File: src/rtl/tdw_pkg.sv
`timescale 1ns/1ps
// Shared constants and types for the transmit descriptor walker.
package tdw_pkg;
    localparam int WORD_W      = 32;
    localparam int CNT_W       = 13;
    localparam int STAT_W      = 16;
    localparam int TS_W        = 64;
    localparam int DESC_BYTES  = 32;
    localparam int FETCH_WORDS = 4;
    localparam int TS_LO_WORD  = 6;
    localparam int TS_HI_WORD  = 7;
    localparam int CNT2_LSB    = 16;
    localparam int B_OWN       = 31;
    localparam int B_IRQ       = 30;
    localparam int B_LAST      = 29;
    localparam int B_EOR       = 21;
    localparam int B_CHAIN     = 20;

    typedef struct packed {
        logic              irq_req;
        logic              last;
        logic              eor;
        logic              chain;
        logic [CNT_W-1:0]  cnt1;
        logic [CNT_W-1:0]  cnt2;
        logic [WORD_W-1:0] addr1;
        logic [WORD_W-1:0] addr2;
    } desc_t;

    typedef enum logic [2:0] {
        S_IDLE, S_FETCH, S_BUF, S_WB, S_NEXT, S_SUSP
    } state_t;
endpackage

File: src/rtl/tdw_desc_store.sv
`timescale 1ns/1ps
// Holds the control words of the current descriptor.
// Assumes one word is loaded per acknowledged read, selected by idx.
module tdw_desc_store #(
    parameter int WORDS = 4,
    parameter int W     = 32,
    localparam int IW   = $clog2(WORDS)
) (
    input  logic                    clk,
    input  logic                    rst_n,
    input  logic                    load,
    input  logic [IW-1:0]           idx,
    input  logic [W-1:0]            din,
    output logic [WORDS-1:0][W-1:0] words
);
    for (genvar g = 0; g < WORDS; g++) begin : g_word
        // Capture word g when it is the one being read.
        always_ff @(posedge clk) begin
            if (!rst_n)
                words[g] <= '0;
            else if (load && idx == IW'(g))
                words[g] <= din;
        end
    end
endmodule

File: src/rtl/tdw_desc_decode.sv
`timescale 1ns/1ps
// Splits fetched control words into fields and builds the word 0 write-back value.
// Assumes words[0..3] hold control, counts, address 1, address 2 / link.
module tdw_desc_decode
    import tdw_pkg::*;
(
    input  logic [FETCH_WORDS-1:0][WORD_W-1:0] words,
    input  logic [STAT_W-1:0]                  stat_acc,
    output desc_t                              d,
    output logic [WORD_W-1:0]                  wb_word
);
    logic unused_bits;

    // Field extraction.
    always_comb begin
        d.irq_req = words[0][B_IRQ];
        d.last    = words[0][B_LAST];
        d.eor     = words[0][B_EOR];
        d.chain   = words[0][B_CHAIN];
        d.cnt1    = words[1][CNT_W-1:0];
        d.cnt2    = words[1][CNT2_LSB +: CNT_W];
        d.addr1   = words[2];
        d.addr2   = words[3];
    end

    // Ownership cleared, control bits kept, status bits replaced.
    assign wb_word = {1'b0, words[0][WORD_W-2:STAT_W], stat_acc};

    assign unused_bits = ^{words[0][B_OWN], words[0][STAT_W-1:0],
                           words[1][WORD_W-1:CNT2_LSB+CNT_W],
                           words[1][CNT2_LSB-1:CNT_W]};
endmodule

File: src/rtl/tdw_next_addr.sv
`timescale 1ns/1ps
// Chooses the following descriptor address: base on end of ring, link in chain
// mode, otherwise the next slot. End of ring wins over chain.
module tdw_next_addr
    import tdw_pkg::*;
(
    input  logic [WORD_W-1:0] cur,
    input  logic [WORD_W-1:0] base,
    input  logic [WORD_W-1:0] link,
    input  logic              eor,
    input  logic              chain,
    output logic [WORD_W-1:0] nxt
);
    // Priority select of the successor.
    always_comb begin
        if (eor)
            nxt = base;
        else if (chain)
            nxt = link;
        else
            nxt = cur + WORD_W'(DESC_BYTES);
    end
endmodule

File: src/rtl/tx_desc_walker.sv
`timescale 1ns/1ps
// Transmit descriptor walker: fetch, ownership check, buffer issue,
// write-back and advance. Assumes acknowledges are one-cycle pulses that
// answer the request held at that moment.
module tx_desc_walker
    import tdw_pkg::*;
(
    input  logic                clk,
    input  logic                rst_n,
    input  logic                start,
    input  logic [WORD_W-1:0]   base_addr,
    input  logic                poll_demand,
    output logic                suspended,
    output logic                irq,
    output logic                mem_req,
    output logic                mem_we,
    output logic [WORD_W-1:0]   mem_addr,
    output logic [WORD_W-1:0]   mem_wdata,
    input  logic                mem_ack,
    input  logic [WORD_W-1:0]   mem_rdata,
    output logic                mv_req,
    output logic [WORD_W-1:0]   mv_addr,
    output logic [CNT_W-1:0]    mv_len,
    input  logic                mv_ack,
    input  logic [STAT_W-1:0]   mv_stat,
    input  logic [TS_W-1:0]     mv_ts
);
    localparam int RIW = $clog2(FETCH_WORDS);
    localparam logic [RIW-1:0] RD_LAST = RIW'(FETCH_WORDS - 1);
    localparam logic [WORD_W-1:0] OFF_TSL = WORD_W'(TS_LO_WORD * 4);
    localparam logic [WORD_W-1:0] OFF_TSH = WORD_W'(TS_HI_WORD * 4);

    state_t                          state;
    logic [RIW-1:0]                  rd_idx;
    logic                            buf_idx;
    logic [1:0]                      wb_idx;
    logic [WORD_W-1:0]               cur_addr;
    logic [WORD_W-1:0]               base_q;
    logic [STAT_W-1:0]               stat_acc;
    logic [TS_W-1:0]                 ts_q;
    logic                            irq_q;
    logic [FETCH_WORDS-1:0][WORD_W-1:0] words;
    desc_t                           d;
    logic [WORD_W-1:0]               wb_word;
    logic [WORD_W-1:0]               next_addr;
    logic                            buf_use;
    logic                            fetch_load;

    assign fetch_load = (state == S_FETCH) && mem_ack;

    tdw_desc_store #(.WORDS(FETCH_WORDS), .W(WORD_W)) i_store (
        .clk   (clk),
        .rst_n (rst_n),
        .load  (fetch_load),
        .idx   (rd_idx),
        .din   (mem_rdata),
        .words (words)
    );

    tdw_desc_decode i_decode (
        .words    (words),
        .stat_acc (stat_acc),
        .d        (d),
        .wb_word  (wb_word)
    );

    tdw_next_addr i_next (
        .cur   (cur_addr),
        .base  (base_q),
        .link  (d.addr2),
        .eor   (d.eor),
        .chain (d.chain),
        .nxt   (next_addr)
    );

    // Whether the current buffer slot carries data to issue.
    always_comb begin
        if (buf_idx)
            buf_use = !d.chain && (d.cnt2 != '0);
        else
            buf_use = (d.cnt1 != '0);
    end

    // Mover request from the current buffer slot.
    always_comb begin
        mv_req  = (state == S_BUF) && buf_use;
        mv_addr = buf_idx ? d.addr2 : d.addr1;
        mv_len  = buf_idx ? d.cnt2  : d.cnt1;
    end

    // Memory request: word reads during fetch, three writes during write-back.
    always_comb begin
        mem_req   = 1'b0;
        mem_we    = 1'b0;
        mem_addr  = cur_addr;
        mem_wdata = '0;
        case (state)
            S_FETCH: begin
                mem_req  = 1'b1;
                mem_addr = cur_addr + (WORD_W'(rd_idx) << 2);
            end
            S_WB: begin
                mem_req = 1'b1;
                mem_we  = 1'b1;
                case (wb_idx)
                    2'd0: begin
                        mem_addr  = cur_addr + OFF_TSL;
                        mem_wdata = ts_q[WORD_W-1:0];
                    end
                    2'd1: begin
                        mem_addr  = cur_addr + OFF_TSH;
                        mem_wdata = ts_q[TS_W-1:WORD_W];
                    end
                    default: begin
                        mem_addr  = cur_addr;
                        mem_wdata = wb_word;
                    end
                endcase
            end
            default: ;
        endcase
    end

    assign suspended = (state == S_SUSP);
    assign irq       = irq_q;

    // Main sequencer.
    always_ff @(posedge clk) begin
        if (!rst_n) begin
            state    <= S_IDLE;
            rd_idx   <= '0;
            buf_idx  <= 1'b0;
            wb_idx   <= '0;
            cur_addr <= '0;
            base_q   <= '0;
            stat_acc <= '0;
            ts_q     <= '0;
            irq_q    <= 1'b0;
        end else begin
            irq_q <= 1'b0;
            case (state)
                S_IDLE: begin
                    if (start) begin
                        base_q   <= base_addr;
                        cur_addr <= base_addr;
                        rd_idx   <= '0;
                        state    <= S_FETCH;
                    end
                end
                S_FETCH: begin
                    if (mem_ack) begin
                        if (rd_idx == '0 && !mem_rdata[B_OWN]) begin
                            state <= poll_demand ? S_FETCH : S_SUSP;
                        end else if (rd_idx == RD_LAST) begin
                            rd_idx   <= '0;
                            buf_idx  <= 1'b0;
                            stat_acc <= '0;
                            ts_q     <= '0;
                            state    <= S_BUF;
                        end else begin
                            rd_idx <= rd_idx + 1'b1;
                        end
                    end
                end
                S_BUF: begin
                    if (!buf_use || mv_ack) begin
                        if (buf_use) begin
                            stat_acc <= stat_acc | mv_stat;
                            ts_q     <= mv_ts;
                        end
                        if (buf_idx) begin
                            wb_idx <= '0;
                            state  <= S_WB;
                        end else begin
                            buf_idx <= 1'b1;
                        end
                    end
                end
                S_WB: begin
                    if (mem_ack) begin
                        if (wb_idx == 2'd2) begin
                            irq_q <= d.last && d.irq_req;
                            state <= S_NEXT;
                        end else begin
                            wb_idx <= wb_idx + 1'b1;
                        end
                    end
                end
                S_NEXT: begin
                    cur_addr <= next_addr;
                    rd_idx   <= '0;
                    state    <= S_FETCH;
                end
                S_SUSP: begin
                    if (poll_demand) begin
                        rd_idx <= '0;
                        state  <= S_FETCH;
                    end
                end
                default: state <= S_IDLE;
            endcase
        end
    end

    AST_MEM_HOLD: assert property (@(posedge clk) disable iff (!rst_n)
        mem_req && !mem_ack |=> mem_req && $stable(mem_addr) && $stable(mem_we) && $stable(mem_wdata));
    AST_MV_HOLD: assert property (@(posedge clk) disable iff (!rst_n)
        mv_req && !mv_ack |=> mv_req && $stable(mv_addr) && $stable(mv_len));
    AST_IRQ_PULSE: assert property (@(posedge clk) disable iff (!rst_n)
        irq |=> !irq);
    AST_SUSP_QUIET: assert property (@(posedge clk) disable iff (!rst_n)
        suspended |-> !mem_req && !mv_req);
    AST_SUSP_WAKE: assert property (@(posedge clk) disable iff (!rst_n)
        suspended && poll_demand |=> !suspended && mem_req && !mem_we && mem_addr == $past(mem_addr));
    AST_MV_NONZERO: assert property (@(posedge clk) disable iff (!rst_n)
        mv_req |-> mv_len != '0);
endmodule

File: config.mk
export PLATFORM = sky130hd
export DESIGN_NAME = tx_desc_walker
export DESIGN_NICKNAME = d
export VERILOG_FILES = /design/src/rtl/tdw_pkg.sv /design/src/rtl/tdw_desc_store.sv /design/src/rtl/tdw_desc_decode.sv /design/src/rtl/tdw_next_addr.sv /design/src/rtl/tx_desc_walker.sv
export SDC_FILE = /design/constraint.sdc
export NUM_CORES = 1
export LEC_CHECK = 0
export ABC_AREA = 1
export BUFFER_PORTS_ARGS = -buffer_cell sky130_fd_sc_hd__buf_2
export CAP_MARGIN = 20
export CORE_MARGIN = 5
export CORE_UTILIZATION = 46
export CTS_CLUSTER_DIAMETER = 50
export DETAILED_ROUTE_END_ITERATION = 10
export PLACE_DENSITY = 0.68
export SLEW_MARGIN = 10
export SYNTH_ARGS = -nofsm -noshare
export SYNTH_HDL_FRONTEND = slang
export SYNTH_SLANG_ARGS = --single-unit
File: constraint.sdc
create_clock -name clk -period 2.23 [get_ports clk]
set_clock_uncertainty 0.05 [all_clocks]
set_input_delay 0.223 -clock clk [delete_from_list [all_inputs] [get_ports clk]]
set_output_delay 0.223 -clock clk [all_outputs]
set_load 0.02 [all_outputs]
* Word level (Yosys, flattened, before mapping) *
Index checks and enable logic that the tools add are counted.

operators by class
  muxes and demuxes = 52
  eq/ne operators = 22
  bitwise gates (word level) = 1
  add/sub/neg operators = 6
  reductions and logical operators = 31

operators by type and width
  cell                                                                   number
  64-bit two-way mux                                                     5
  32-bit case mux with 2 select lines                                    4
  32-bit two-way mux                                                     5
  64-bit case mux with 2 select lines                                    1
  16-bit two-way mux                                                     5
  32-bit by 5-bit adder with 32-bit output, second input constant        2
  32-bit by 4-bit adder with 32-bit output                               1
  32-bit by 6-bit adder with 32-bit output, second input constant        1
  16-bit case mux with 2 select lines                                    1
  3-bit two-way mux                                                      10
  13-bit nonzero test                                                    2
  2-bit two-way mux                                                      9
  2-bit inequality test, second input constant                           9
  3-bit case mux with 6 select lines                                     1
  16-bit OR                                                              1
  5-bit AND reduction                                                    3
  13-bit two-way mux                                                     1
  1-bit logical AND                                                      9
  2-bit case mux with 4 select lines                                     1
  8-bit AND reduction                                                    1
  1-bit two-way mux                                                      7
  2-bit equality test, second input constant                             3
  3-bit by 2-bit equality test with 1-bit output, second input constant  2
  3-bit equality test, second input constant                             2
  other kinds (17)                                                       26

word-level totals
  bits of input ports = 150
  flip-flop bits (word level) = 277
  word-level logic and storage cells = 125

* Longest topological paths before layout *
Gate-level depths: netlist (run 1).

  word-level depth = 7
  gate-level depth with buffers = 15
  mapped depth without buffers = 13

* Modules after synthesis *
From an unflattened synthesis (run 1), not the netlist that was laid out.

unflattened totals
  cells, all modules = 2,969
  area, all modules = 17,479.3 um2

modules (own cells, without submodules)
  module           cells each  area an instance (um2)  instances  sequential area each (um2)
  tx_desc_walker   1,688       9,751.9                 1          3,062.9
  tdw_desc_store   819         5,293.8                 1          2,562.5
  tdw_next_addr    335         1,483.9                 1          0.0
  tdw_desc_decode  127         949.7                   1          0.0

* Worst setup path after synthesis (run 1) *
Ideal clock, no wire load.

  kind = flip-flop to output port
  start = register cur_addr[2]
  end = output mem_addr[30]
  path slack = -195 ps
  arrival time = 2,152 ps
  required time = 1,957 ps
  stages on the path, launching flop included = 10
  cell sequence = dfxtp_1 > ha_1 > inv_1 > fa_1 > nor2_1 > nand3_1 > a21boi_1 > inv_1 > nand3_1 > o21ai_0

between the ends
  cells in the longest elaborated chain, start to end = 3
  elaborated cells between the ends (all ways) = 5
  classes of those cells = add/sub: 3; mux: 2

ends and longest elaborated chain
  what                                                         line                                          RTL
  start, declared                                              tx_desc_walker.sv:37                          logic [WORD_W-1:0] cur_addr;
  start signal, assigned                                       tx_desc_walker.sv:145                         cur_addr <= base_addr;
  start signal, assigned                                       tx_desc_walker.sv:190                         cur_addr <= next_addr;
  32-bit by 5-bit adder with 32-bit output (on tied branches)  tx_desc_walker.sv:111, tx_desc_walker.sv:107
  32-bit case mux with 2 select lines                          tx_desc_walker.sv:105                         case (wb_idx)
  32-bit case mux with 2 select lines (*)                      tx_desc_walker.sv:97                          case (state)
  end, declared                                                tx_desc_walker.sv:17                          output logic [WORD_W-1:0] mem_addr,

Mark *: on every way between the ends. The rest lies on a longest branch, timed or not.

* Final worst setup path (run 1) *
  start = register cur_addr[3]
  end = output mem_addr[21]

The elaborated chain is that of the path after synthesis.

==> results of run 1 <==
[routing by layer]
layer / vias up / track usage, % / part of all wire (%)
met4: 2 / 18.4 / 7.0
met2: 954 / 58.4 / 48
met3: 268 / 5.23 / 7.6
met5: - / 0 / 0.011
li1: 8336 / - / -
met1: 8330 / 41.3 / 38
[placed cells by master (no fill, tap or decap), types with 6 or more instances in the layout]
| master | synthesis | layout |
|---|---|---|
| inv_4 | 0 | 7 |
| o211ai_1 | 17 | 17 |
| o21ai_0 | 212 | 169 |
| nand3_1 | 133 | 109 |
| a21oi_1 | 194 | 184 |
| nand2_2 | 2 | 33 |
| inv_1 | 200 | 176 |
| clkbuf_16 | 0 | 35 |
| buf_12 | 0 | 16 |
| xor2_1 | 6 | 6 |
| nor3_1 | 17 | 10 |
| nand3_2 | 0 | 23 |
| ha_4 | 0 | 9 |
| dfxtp_2 | 0 | 13 |
| inv_2 | 8 | 22 |
| dfxtp_1 | 258 | 234 |
| nand4_1 | 16 | 16 |
| clkbuf_8 | 0 | 12 |
| buf_4 | 7 | 203 |
| nor2_2 | 6 | 9 |
| a31oi_1 | 44 | 24 |
| nand2_1 | 676 | 620 |
| dfxtp_4 | 0 | 11 |
| buf_6 | 7 | 78 |
| nor2_1 | 205 | 183 |
| a221oi_1 | 7 | 6 |
| o21ai_2 | 1 | 20 |
| nor2_4 | 4 | 23 |
| buf_2 | 22 | 200 |
| nand2_4 | 2 | 26 |
| o21ai_1 | 7 | 26 |
| dlygate4sd3_1 | 0 | 143 |
| nor3b_1 | 17 | 17 |
| a21oi_2 | 1 | 9 |
| a31oi_4 | 0 | 18 |
| buf_8 | 0 | 6 |
[timing repair]
item | 4_1_cts | 5_1_grt
cloned | 3 | 4
resized for setup | 324 | 234
hold buffers | 143 | 0
setup buffers | 31 | 31
pin swaps | 47 | 92
hold endpoints to repair | 214 | 0
endpoints found under the setup margin | 106 | 165
[through the flow]
stage	std cells	TNS, ns	setup WS [ns]	instance area (sq um)
final	3194	-18.14	-0.478	21900
after global routing	3194	-22.72	-0.578	21900
after CTS	3158	-14.90	-0.415	20700
after detailed placement	2926	-0.862	-0.138	16800
after global placement	2926	-0.404	-0.146	16800
after floorplan	2223	-0.0565	-0.0565	14100
[critical path, delay by kind of cell, from the launching register on]
kind / cells / cell delay, ns
AO/OA/AOI/OAI: 3 / 0.34
adder cells (fa/ha/maj): 1 / 0.27
buffers and inverters: 5 / 0.57
flip-flops: 1 / 0.38
AND/OR/NAND/NOR: 4 / 0.30
[worst min-delay path by stage]
stage,start,endpoint,slack (ns)
6_report,base_addr[8],cur_addr[8],0.02
5_1_grt,mem_rdata[19],i_store.words[51],0.02
4_1_cts,base_addr[8],cur_addr[8],0.002
3_5_place_dp,i_store.words[83],i_store.words[83],0.39
3_3_place_gp,i_store.words[79],i_store.words[79],0.38
2_1_floorplan,base_addr[0],base_q[0],0.31
[Yosys cell counts (7+ instances only)]
cell type	number	area share [%]
a221oi_1	7	0.44
a31oi_1	44	2.0
clkbuf_1	92	2.5
a21oi_1	194	6.9
buf_2	22	0.78
inv_1	200	5.4
buf_1	13	0.35
nand4_1	16	0.71
ha_1	14	1.2
nand3_1	133	4.7
dfxtp_1	258	37
nor3_1	17	0.61
o22ai_1	10	0.45
nor2_1	205	5.5
o21ai_0	212	7.6
nor3b_1	17	0.91
buf_6	7	0.56
nand2_1	676	18
inv_2	8	0.21
o211ai_1	17	0.91
o21ai_1	7	0.25
buf_4	7	0.37
[cells by family after synthesis]
logic type	count (synthesis)	share of synthesized area [%]
AO/OA/AOI/OAI	513	19.7
XOR/XNOR	6	0.375
adder cells (fa/ha/maj)	15	1.39
buffers and inverters	351	10.1
flip-flops	258	36.8
AND/OR/NAND/NOR	1080	31.5
[flip-flops by register name, summed over array words and instances, names as in the netlist]
signal and flops:
i_store.words 105, ts_q 64, base_q 32, cur_addr 32, stat_acc 16, state 3, rd_idx 2, wb_idx 2
buf_idx 1, irq 1
[power groups by stage]
stage | clock network (W) | logic, W | registers [W]
floorplan | 0 | 0.00599 | 0.00630
global placement | 0 | 0.00924 | 0.00639
detailed placement | 0 | 0.00931 | 0.00643
CTS | 0.00543 | 0.0108 | 0.00642
global route | 0.00563 | 0.0136 | 0.00663
finish | 0.00542 | 0.0127 | 0.00655
[final cells by class]
cell class	count	share of cell area (%)
multi-input cells	1614	40.1
repair buffers	654	24.9
flip-flops and latches	258	23.8
clock buffers	45	4.33
inverters	210	3.76
well taps	396	2.26
clock inverters	12	0.759
diodes	5	0.0571
==> flow_metrics.env, run 1 <==
export IMPL_status="finished with violations"
export IMPL_violations="negative setup slack"
export IMPL_hold_worst_slack_ns=0.0219
export IMPL_grt_pass1_vias=17000
export IMPL_grt_overflow=0
export IMPL_dieArea_sq_mm=0.0341
export IMPL_swShare_pct=43.1
export IMPL_power_frac_clock_pct=22.0
export IMPL_seq_power_share_pct=26.5
export IMPL_worstReg2RegStart="rd_idx[1]"
export IMPL_yosysUniqueCellTypes=41
export IMPL_synth_fp_nets=2388
export IMPL_whs_path_depth=3
export IMPL_power_w=0.0247
export IMPL_ys_warn_count=0
export IMPL_synth_edf_count=0
export IMPL_finalCriticalPeriod_ns=2.71
export IMPL_ir_drop_uv=751
export IMPL_fmax_mhz=369
export IMPL_layout_drive_gt1_share_pct=29.8
export IMPL_num_rows=64
export IMPL_drtAntennaViolNets=0
export IMPL_clock_latency_ns=0.58
export IMPL_maxCapViolations=0
export IMPL_synthArstFlopShare_pct=0
export IMPL_seq_area_frac_synth_pct=36.8
export IMPL_synth_seq_cells=258
export IMPL_drc_errors=0
export IMPL_drt_iter0_drc=1485
export IMPL_slew_headroom_pct=57.1
export IMPL_power_density_mw_per_mm2=1130
export IMPL_h_tree_depth=1
export IMPL_crit_path_max_incr_delay_ns=0.38
export IMPL_finalSetupViolCount=62
export IMPL_wl_per_cell_um=20.0
export IMPL_max_clock_path_buffers=3
export IMPL_end_kind="output pin"
export IMPL_power_switching_w=0.0106
export IMPL_p_comb_share_pct=51.5
export IMPL_p_leak_nw=9.38
export IMPL_coreArea_sq_mm=0.0303
export IMPL_grt_usage_pct=34.1
export IMPL_fin_ws_ns=-0.478
export IMPL_arrival_ns=2.44
export IMPL_crit_fanout=4
export IMPL_io_buffers=263
export IMPL_die_h_um=185
export IMPL_finalMaxSlewViolations=0
export IMPL_crit_chain="ha_4, nand2_2, a21oi_2, inv_2, nor2_1, buf_4, inv_6, buf_6, o21ai_4, nand2_1, nand2_2, o41ai_4, buf_4"
export IMPL_ios=264
export IMPL_reg2reg_slack_ns=0.01
export IMPL_rsz0062_at_grt="yes"
export IMPL_min_period_over_period_pct=121
export IMPL_r2r_end="stat_acc[15]"
export IMPL_final_seq_area_sq_mm=0.00522
export IMPL_cp_start_kind="flop"
export IMPL_grt_pass1_wl_um=92400
export IMPL_fillers=2389
export IMPL_cts_sinks=258
export IMPL_antenna_found_initial=6
export IMPL_detailed_place_hpwl_um=41900
export IMPL_syn_instance_count=2223
export IMPL_required_ns=1.96
export IMPL_grt_max_degree=89
export IMPL_initial_core_util_pct=46.2
export IMPL_cp_startpoint="cur_addr[3]"
export IMPL_nets=2934
export IMPL_crit_type="reg2out"
export IMPL_clk_pin_slew_ns=0.06
export IMPL_cts_root_buf="clkbuf_16"
export IMPL_via_count=17900
export IMPL_place_congestion=0.991
export IMPL_hold_viol=0
export IMPL_first_pass_iters=5
export IMPL_routed_wl_um=63700
export IMPL_hold_class="in2reg"
export IMPL_crit_path_end="mem_addr[21]"
export IMPL_reg2regPathDepth=14
export IMPL_cell_internal_pwr_w=0.0140
export IMPL_worst_pin_slew_ns=0.643
export IMPL_synth_ff_type="dfxtp_1"
export IMPL_multiInputGateArea_sq_mm=0.00880
export IMPL_post_route_util_pct=72.2
export IMPL_avgSynthCellArea_sq_um=6.31
export IMPL_area_growth_pct=56.3
export IMPL_routed_via_density=5.60
export IMPL_syn_area_sq_mm=0.0140
export IMPL_dieWidth_um=185
export IMPL_critPathSlowestCell="dfxtp_4"
export IMPL_cts_tree="built"
export IMPL_tritoncts_num_buffers=31
Note: power is estimated with default switching activity, not from simulation.
==> run 2: changes to the inputs <==
--- a/config.mk
+++ b/config.mk
@@ -9,10 +9,9 @@
 export BUFFER_PORTS_ARGS = -buffer_cell sky130_fd_sc_hd__buf_2
 export CAP_MARGIN = 20
 export CORE_MARGIN = 5
-export CORE_UTILIZATION = 46
+export CORE_UTILIZATION = 35
 export CTS_CLUSTER_DIAMETER = 50
 export DETAILED_ROUTE_END_ITERATION = 10
-export PLACE_DENSITY = 0.68
 export SLEW_MARGIN = 10
 export SYNTH_ARGS = -nofsm -noshare
 export SYNTH_HDL_FRONTEND = slang
==> run 2 against run 1 <==
  * The run still ends with negative setup slack left
  * First-iteration DRC count down 15%
  * Clock-buffer cell count rose by 3
  * Flip-flop and latch count unchanged
  * Final cell count is 4.0% higher
  * Sequential share of layout area is 0.52 points lower
  * Fmax up 1.6%
  * Hold slack got worse by 0.0042 ns
  * Wire length increased by 0.21%
  * Via count shrank 3.7%
  * Utilization fell by 16 points
  * Combinational power about the same
  * Critical path type unchanged
  * Largest cell class unchanged
  * Largest power group unchanged
  * Highest routed layer is now met4
==> flow_metrics.env, run 2 (same netlist as run 1, synthesis figures left out) <==
export IMPL_violations="negative setup slack"
export IMPL_place_congestion=0.950
export IMPL_maxCapViolations=0
export IMPL_cp_start_kind="flop"
export IMPL_drt_iter0_drc=1255
export IMPL_slew_headroom_pct=56.5
export IMPL_grt_pass1_vias=16600
export IMPL_power_frac_clock_pct=23.5
export IMPL_max_clock_path_buffers=3
export IMPL_crit_family="compound AO/OA/AOI/OAI gates"
export IMPL_rsz0062_at_grt="yes"
export IMPL_cts_root_buf="clkbuf_16"
export IMPL_finalCriticalPeriod_ns=2.67
export IMPL_hold_viol=0
export IMPL_power_density_mw_per_mm2=1120
export IMPL_antenna_found_initial=1
export IMPL_p_comb_share_pct=50.7
export IMPL_grt_usage_pct=27.0
export IMPL_initial_core_util_pct=35.3
export IMPL_drc_errors=0
export IMPL_path_buf_inv=4
export IMPL_grt_pass1_wl_um=94500
export IMPL_num_rows=73
export IMPL_coreArea_sq_mm=0.0397
export IMPL_final_cell_mix="nand2_1, dfxtp_1, buf_4"
export IMPL_hold_worst_slack_ns=0.0178
export IMPL_die_h_um=210
export IMPL_routed_via_density=5.19
export IMPL_wl_per_cell_um=19.2
export IMPL_clk_pin_slew_ns=0.05
export IMPL_detailed_place_hpwl_um=44700
export IMPL_dieArea_sq_mm=0.0442
export IMPL_h_tree_depth=2
export IMPL_grt_max_degree=89
export IMPL_crit_chain="ha_4, nand2_4, a21oi_4, inv_4, nor2_4, clkinv_4, o21ai_2, a21oi_1, a21oi_1, buf_4, buf_6"
export IMPL_ios=264
export IMPL_reg_top3="i_store.words x105, ts_q x64"
export IMPL_cts_tree="built"
export IMPL_fmax_mhz=375
export IMPL_finalMaxSlewViolations=0
export IMPL_cts_sinks=258
export IMPL_mostFrequentLayoutCell="nand2_1"
export IMPL_worst_pin_slew_ns=0.652
export IMPL_drtAntennaViolNets=0
export IMPL_io_buffers=263
export IMPL_status="finished with violations"
export IMPL_dpl_cell_area_sq_mm=0.0171
export IMPL_via_count=17200
export IMPL_routed_wl_um=63900
export IMPL_cell_internal_pwr_w=0.0145
export IMPL_required_ns=1.96
export IMPL_min_period_over_period_pct=120
export IMPL_top_register="i_store.words"
export IMPL_crit_path_max_incr_delay_ns=0.37
export IMPL_clock_latency_ns=0.55
export IMPL_seq_power_share_pct=25.9
export IMPL_grt_overflow=0
export IMPL_finalSetupViolCount=61
export IMPL_dieWidth_um=210
export IMPL_ir_drop_uv=736
export IMPL_fin_ws_ns=-0.436
export IMPL_nets=2935
export IMPL_first_pass_iters=7
export IMPL_end_kind="output pin"
export IMPL_swShare_pct=42.3
export IMPL_area_growth_pct=59.5
export IMPL_fillers=3721
export IMPL_tritoncts_num_buffers=37
export IMPL_largest_reg_flops=105
export IMPL_crit_type="reg2out"
export IMPL_critPathSlowestCell="dfxtp_4"
export IMPL_power_switching_w=0.0106
export IMPL_crit_fanout=4
export IMPL_arrival_ns=2.39
export IMPL_layout_drive_gt1_share_pct=31.0
export IMPL_p_leak_nw=9.49
export IMPL_cpMostUsedCell="a21oi_1"
export IMPL_design_area_sq_mm=0.0224
export IMPL_hold_class="in2reg"
## run 2: tightest hold or removal path: cells and delay by family
family,cells,cell delay (ns)
AND/OR/NAND/NOR,3,0.27
buffers and inverters,1,0.07
## run 2: path summary, 6_finish.rpt
check	start	end	slack [ns]	cells after the start
worst min register to register	i_store.words[78]	i_store.words[78]	0.39	2
worst max register to register	state[2]	ts_q[12]	0.07	16
worst max-delay path	cur_addr[3]	mem_addr[23]	-0.44	11
worst min-delay path	mv_ts[31]	ts_q[31]	0.02	4
## run 2: per-layer routing
layer | GRT usage [%] | wire (um)
met1 | 33.9 | 25800
met2 | 46.7 | 31100
met3 | 4.18 | 4150
met4 | 10.3 | 2740
met5 | 0 | 0
## run 2: power by group through the flow
stage	registers [W]	clock network (W)	logic, W
final	0.00650	0.00589	0.0127
after global routing	0.00661	0.00618	0.0138
after CTS	0.00645	0.00599	0.0113
after detailed placement	0.00644	0	0.00940
after global placement	0.00640	0	0.00933
after floorplan	0.00630	0	0.00599
## run 2: repair_timing
action,4_1_cts,5_1_grt
endpoints found under the setup margin,103,156
cloned,2,9
hold buffers,127,0
hold endpoints to repair,178,0
resized for setup,428,177
pin swaps,80,88
buffers inserted,27,30
## run 2: area by class of cell
| class | instances | area [sq um] | share of cell area, % |
|---|---|---|---|
| antenna | 1 | 2.50 | 0.0112 |
| clock buffer | 48 | 1020 | 4.55 |
| clock inverter | 16 | 204 | 0.911 |
| inverter | 210 | 828 | 3.70 |
| multi-input combinational | 1614 | 9020 | 40.3 |
| sequential | 258 | 5210 | 23.3 |
| tap | 525 | 657 | 2.94 |
| timing repair buffer | 649 | 5430 | 24.3 |
## run 2: per-stage QoR
| step | std cells | util, % | setup WS (ns) | total power, W | TNS [ns] |
|---|---|---|---|---|---|
| after floorplan | 2223 | - | -0.0565 | 0.0123 | -0.0565 |
| after global placement | 3074 | 43.1 | -0.210 | 0.0157 | -0.985 |
| after detailed placement | 3074 | 43.1 | -0.212 | 0.0158 | -1.82 |
| after CTS | 3292 | 53.7 | -0.416 | 0.0237 | -15.44 |
| after global routing | 3321 | 56.3 | -0.557 | 0.0266 | -21.05 |
| final | 3321 | 56.3 | -0.436 | 0.0251 | -14.96 |
